**src/rtl/pss_pkg.sv**
```systemverilog
package pss_pkg;
  typedef struct packed {
    logic live;     // armed, or arming on this edge
    logic advance;  // a new bit is presented on this edge
    logic restart;  // frame boundary on this edge
  } step_t;
endpackage

```
**src/rtl/pss_frame_ctl.sv**
```systemverilog
module pss_frame_ctl
  import pss_pkg::*;
#(
  parameter int FRAME_BITS = 1524
) (
  input  logic  clk,
  input  logic  rst_n,
  input  logic  eof_i,
  input  logic  oh_i,
  output step_t step,
  output logic  frame_err_o
);
  localparam int CNT_W = $clog2(FRAME_BITS + 1) + 1;
  localparam logic [CNT_W-1:0] CNT_MAX = '1;
  localparam logic [CNT_W-1:0] CNT_GOAL = CNT_W'(FRAME_BITS);

  logic             armed;
  logic [CNT_W-1:0] bits_sent;

  always_comb begin
    step.live    = armed | eof_i;
    step.advance = (armed | eof_i) & ~oh_i;
    step.restart = eof_i;
  end

  always_ff @(posedge clk) begin
    if (!rst_n) begin
      armed       <= 1'b0;
      bits_sent   <= '0;
      frame_err_o <= 1'b0;
    end else if (eof_i) begin
      armed       <= 1'b1;
      frame_err_o <= armed && (bits_sent != CNT_GOAL);
      bits_sent   <= oh_i ? '0 : CNT_W'(1);
    end else begin
      frame_err_o <= 1'b0;
      if (step.advance && bits_sent != CNT_MAX) bits_sent <= bits_sent + 1'b1;
    end
  end
endmodule

```
**src/rtl/pss_serializer.sv**
```systemverilog
module pss_serializer
  import pss_pkg::*;
#(
  parameter int DATA_W = 8
) (
  input  logic              clk,
  input  logic              rst_n,
  input  step_t             step,
  input  logic [DATA_W-1:0] s_data,
  input  logic              s_valid,
  output logic              s_ready,
  output logic              ser_o,
  output logic              underrun_o
);
  localparam int LEFT_W = $clog2(DATA_W + 1);
  localparam logic [DATA_W-1:0] IDLE = '1;

  logic [DATA_W-1:0] shreg;
  logic [LEFT_W-1:0] left;
  logic              need;
  logic [DATA_W-1:0] fresh;

  assign need    = (left == '0) || step.restart;
  assign s_ready = step.advance && need;
  assign fresh   = s_valid ? s_data : IDLE;

  always_ff @(posedge clk) begin
    if (!rst_n) begin
      shreg      <= '0;
      left       <= '0;
      ser_o      <= 1'b0;
      underrun_o <= 1'b0;
    end else if (step.advance) begin
      if (need) begin
        ser_o      <= fresh[DATA_W-1];
        shreg      <= fresh << 1;
        left       <= LEFT_W'(DATA_W - 1);
        underrun_o <= ~s_valid;
      end else begin
        ser_o      <= shreg[DATA_W-1];
        shreg      <= shreg << 1;
        left       <= left - 1'b1;
        underrun_o <= 1'b0;
      end
    end else begin
      underrun_o <= 1'b0;
      if (step.restart) left <= '0;
    end
  end
endmodule

```
**src/rtl/payload_serial_src.sv**
```systemverilog
module payload_serial_src
  import pss_pkg::*;
#(
  parameter int DATA_W     = 8,
  parameter int FRAME_BITS = 1524
) (
  input  logic              clk,
  input  logic              rst_n,
  input  logic              eof_i,
  input  logic              oh_i,
  input  logic [DATA_W-1:0] s_data,
  input  logic              s_valid,
  output logic              s_ready,
  output logic              ser_o,
  output logic              underrun_o,
  output logic              frame_err_o
);
  step_t step;

  pss_frame_ctl #(.FRAME_BITS(FRAME_BITS)) u_ctl (
    .clk(clk), .rst_n(rst_n), .eof_i(eof_i), .oh_i(oh_i),
    .step(step), .frame_err_o(frame_err_o)
  );

  pss_serializer #(.DATA_W(DATA_W)) u_ser (
    .clk(clk), .rst_n(rst_n), .step(step),
    .s_data(s_data), .s_valid(s_valid), .s_ready(s_ready),
    .ser_o(ser_o), .underrun_o(underrun_o)
  );
endmodule

```
**config.mk**
```make
export PLATFORM = sky130hd
export DESIGN_NAME = payload_serial_src
export DESIGN_NICKNAME = d
export VERILOG_FILES = /design/src/rtl/pss_pkg.sv /design/src/rtl/pss_frame_ctl.sv /design/src/rtl/pss_serializer.sv /design/src/rtl/payload_serial_src.sv
export SDC_FILE = /design/constraint.sdc
export NUM_CORES = 1
export LEC_CHECK = 0
export ABC_AREA = 1
export BUFFER_PORTS_ARGS = -buffer_cell sky130_fd_sc_hd__buf_4
export CAP_MARGIN = 20
export CORE_MARGIN = 1
export CORE_UTILIZATION = 55
export CTS_BUF_LIST = sky130_fd_sc_hd__clkbuf_8 sky130_fd_sc_hd__clkbuf_16
export DETAILED_ROUTE_END_ITERATION = 8
export PLACE_DENSITY = 0.76
export SYNTH_ARGS = -nofsm -noshare
export SYNTH_HDL_FRONTEND = slang
export SYNTH_SLANG_ARGS = --single-unit
```
**constraint.sdc**
```tcl
create_clock -name clk -period 3.4 [get_ports clk]
set_input_delay 0.17 -clock clk [delete_from_list [all_inputs] [get_ports clk]]
set_output_delay 0.17 -clock clk [all_outputs]
set_load 0.005 [all_outputs]
```
==> results.cfg <==
[worst_setup_path]
arrival_ps = 1750
cp_top_family = compound AO/OA/AOI/OAI gates
cp_max_fo = 12
critPathLaunchType = flop
worstPathRequired_ps = 3230
endpoint_kind = primary output
crit_chain = o21bai_2 -> inv_2 -> nand2_2 -> inv_1 -> buf_4
crit_type = reg2out
path_buf_inv = 3
critPathMaxStageDelay_ps = 470
crit_slowest_cell = o21bai_2

[floorplanning]
rows = 18
ioPinCount = 17
die_w_um = 54.7
dieArea_um2 = 2990
fp.coreArea_um2 = 2540
start_util_pct = 60.1
fp.dieH_um = 54.7

[global_routing]
grtUsageTotal_pct = 23.4
antenna_found_initial = 0
grt_pass1_wl_um = 4930
grt_overflow_total = 0
grt_max_degree = 17
grt_pass1_vias = 1226

[yosys]
syn_area_um2 = 1530
ys_ff_latch = 27
synth_simple_gate_area_share_pct = 42.0
synth_top_family_by_area = simple AND/OR/NAND/NOR gates
avgSynthCellArea_um2 = 6.68
synth_xor_area_share_pct = 0.573
ys.flop_type = dfxtp_1
synth_nets = 245
async_flop_share_pct = 0
synth_compound_area_share_pct = 9.74
synth-edff-count = 0
synthMuxAreaShare_pct = 0
syn_inst = 229
yosys.cell_types.count = 28
yosysSeqAreaShare_pct = 35.4
synth_adder_area_share_pct = 2.45
ys_warn_count = 0

[clock_tree]
cts_buffer_depth = 2
ctsResizeCount = 0
clkTransAtPathRegs_ps = 100
postCtsSetupBuffers = 0
insertion_delay_ps = 280
root_buffer = clkbuf_8
cts_hold_buf = 0
numCtsBuffers = 3
cts_htree_levels = 1
cts_tree = built
cts_sinks = 27

[timing]
setup_viol = 0
slew_headroom_pct = 56.3
min_period_ps = 1920
tns_ps = 0
hold_viol = 0
clock.fmax_ghz = 0.520
finalClockSkew_ps = 3.35
fin_crit_sh_pct = 56.6
worst_pin_slew_ps = 653
final_max_slew_viol_count = 0
rsz0062_at_grt = false

[detailed_routing]
wirelength_um = 2940
drc = 0
ant_nets = 0
wl_per_cell_um = 10.7
vias = 1398
routed_via_density = 5.08
drt_iter0_drc = 21
dr.pass1.iters = 5

[final_layout]
fillers = 250
final_core_util_pct = 67.0
num_antenna_cells = 0
multiInputGateArea_um2 = 837
nets = 262
syn_to_final_growth_pct = 11.5
layout-drive-gt1-share_pct = 17.6
regArea_um2 = 541

[hold_path]
hp-class = in2reg

[placement]
port_buffers = 16
place.gp.congestion = 0.796
dp_hpwl_um = 2250

[power_and_ir_drop]
vdd_drop_max_v = 0.000345
power_density_nw_per_um2 = 367
p_leak_nw = 0.739

[outcome]
run_status = complete, no violations

[flow_run]
maxCapViolCount = 0
-- cell type report --
type                            instances  share of cell area (%)
Inverter                               32                    7.12
Timing Repair Buffer                   16                    7.04
Clock buffer                            3                    2.42
Clock inverter                          1                   0.440
Tap cell                               30                    2.20
Sequential cell                        27                    31.7
Multi-Input combinational cell        166                    49.1
-- cell families after synthesis --
kind of cell | after synthesis
AND/OR/NAND/NOR | 135
XOR/XNOR | 1
flip-flops | 27
adder cells (fa/ha/maj) | 3
AO/OA/AOI/OAI | 27
buffers and inverters | 36
-- Yosys cell counts (2+ instances only) --
cell type / number / area share (%)
ha_1: 3 / 2.5
nand3_1: 22 / 7.2
nor2_2: 5 / 2.0
dfxtp_1: 27 / 35
buf_4: 2 / 0.98
nor3_1: 3 / 0.98
nor2_4: 5 / 3.7
inv_2: 4 / 0.98
a21oi_1: 9 / 2.9
nand2_2: 3 / 1.2
nand4_1: 2 / 0.82
o21ai_0: 9 / 2.9
nand2_1: 61 / 15
o21ai_1: 5 / 1.6
inv_1: 27 / 6.6
nor2_1: 30 / 7.4
-- metrics by stage --
| step | setup slack (ps) | std cells | hold WS (ps) | total power, mW | cell area [um2] |
|---|---|---|---|---|---|
| floorplan | 2130 | 229 | 249 | 0.417 | 1530 |
| global placement | 1820 | 271 | 349 | 0.443 | 1660 |
| detailed placement | 1810 | 271 | 353 | 0.445 | 1660 |
| CTS | 1470 | 275 | 44.3 | 0.632 | 1710 |
| global route | 1350 | 275 | 43.8 | 0.657 | 1710 |
| finish | 1480 | 275 | 47.7 | 0.627 | 1710 |
-- path summary, 6_finish.rpt --
path                       from                 end  slack (ps)  depth (start not counted)
max reg2reg         u_ctl.armed      u_ser.shreg[2]        1780                          6
max                 u_ctl.armed             s_ready        1480                          5
min reg2reg  u_ctl.bits_sent[5]  u_ctl.bits_sent[5]         450                          2
min                     s_valid    u_ser.underrun_o          50                          2
-- worst register-to-register path, stage by stage (launching register included) --
cell      delay, ps
dfxtp_1         340
o21bai_2        470
inv_2           270
nand2_2         210
nor2_2           80
o21ai_1          80
nand3_1          70
-- flip-flops by register name, summed over array words and instances, names as in the netlist --
| register | cells |
|---|---|
| u_ctl.armed | 1 |
| u_ctl.bits_sent | 12 |
| u_ctl.frame_err_o | 1 |
| u_ser.left | 4 |
| u_ser.ser_o | 1 |
| u_ser.shreg | 7 |
| u_ser.underrun_o | 1 |
-- layout by cell type, fill, tap and decap left out --
master	n
o21bai_2	1
nand3_1	22
a21oi_2	1
inv_2	4
nand4_1	2
clkinvlp_4	1
nand2_8	1
xor2_1	1
nor3_1	3
a21boi_1	1
a21oi_1	9
inv_1	27
clkbuf_8	3
nor2_1	30
nand3_4	1
nand2_2	3
buf_4	16
o21ai_1	5
a31oi_1	1
nor2_4	5
dfxtp_1	27
nand3b_1	1
clkinv_2	1
nand2_4	1
ha_1	3
nor2_2	5
nand2_1	61
o21ai_0	9
-- report_power, final --
| group | leakage, nW | switching (mW) | internal (mW) |
|---|---|---|---|
| sequential | 0.221 | 0.00974 | 0.332 |
| clock | 0.0217 | 0.107 | 0.0834 |
| combinational | 0.497 | 0.0564 | 0.0381 |
-- metal layers --
| layer | GRT usage, % | up-vias | share of wire [%] |
|---|---|---|---|
| met3 | 5.83 | 4 | 4.8 |
| met2 | 43.6 | 32 | 49 |
| met4 | 7.69 | 0 | 1.3 |
| met5 | 0 | - | 0 |
| li1 | - | 751 | - |
| met1 | 25.2 | 611 | 45 |
(Power assumes the default switching activity.)
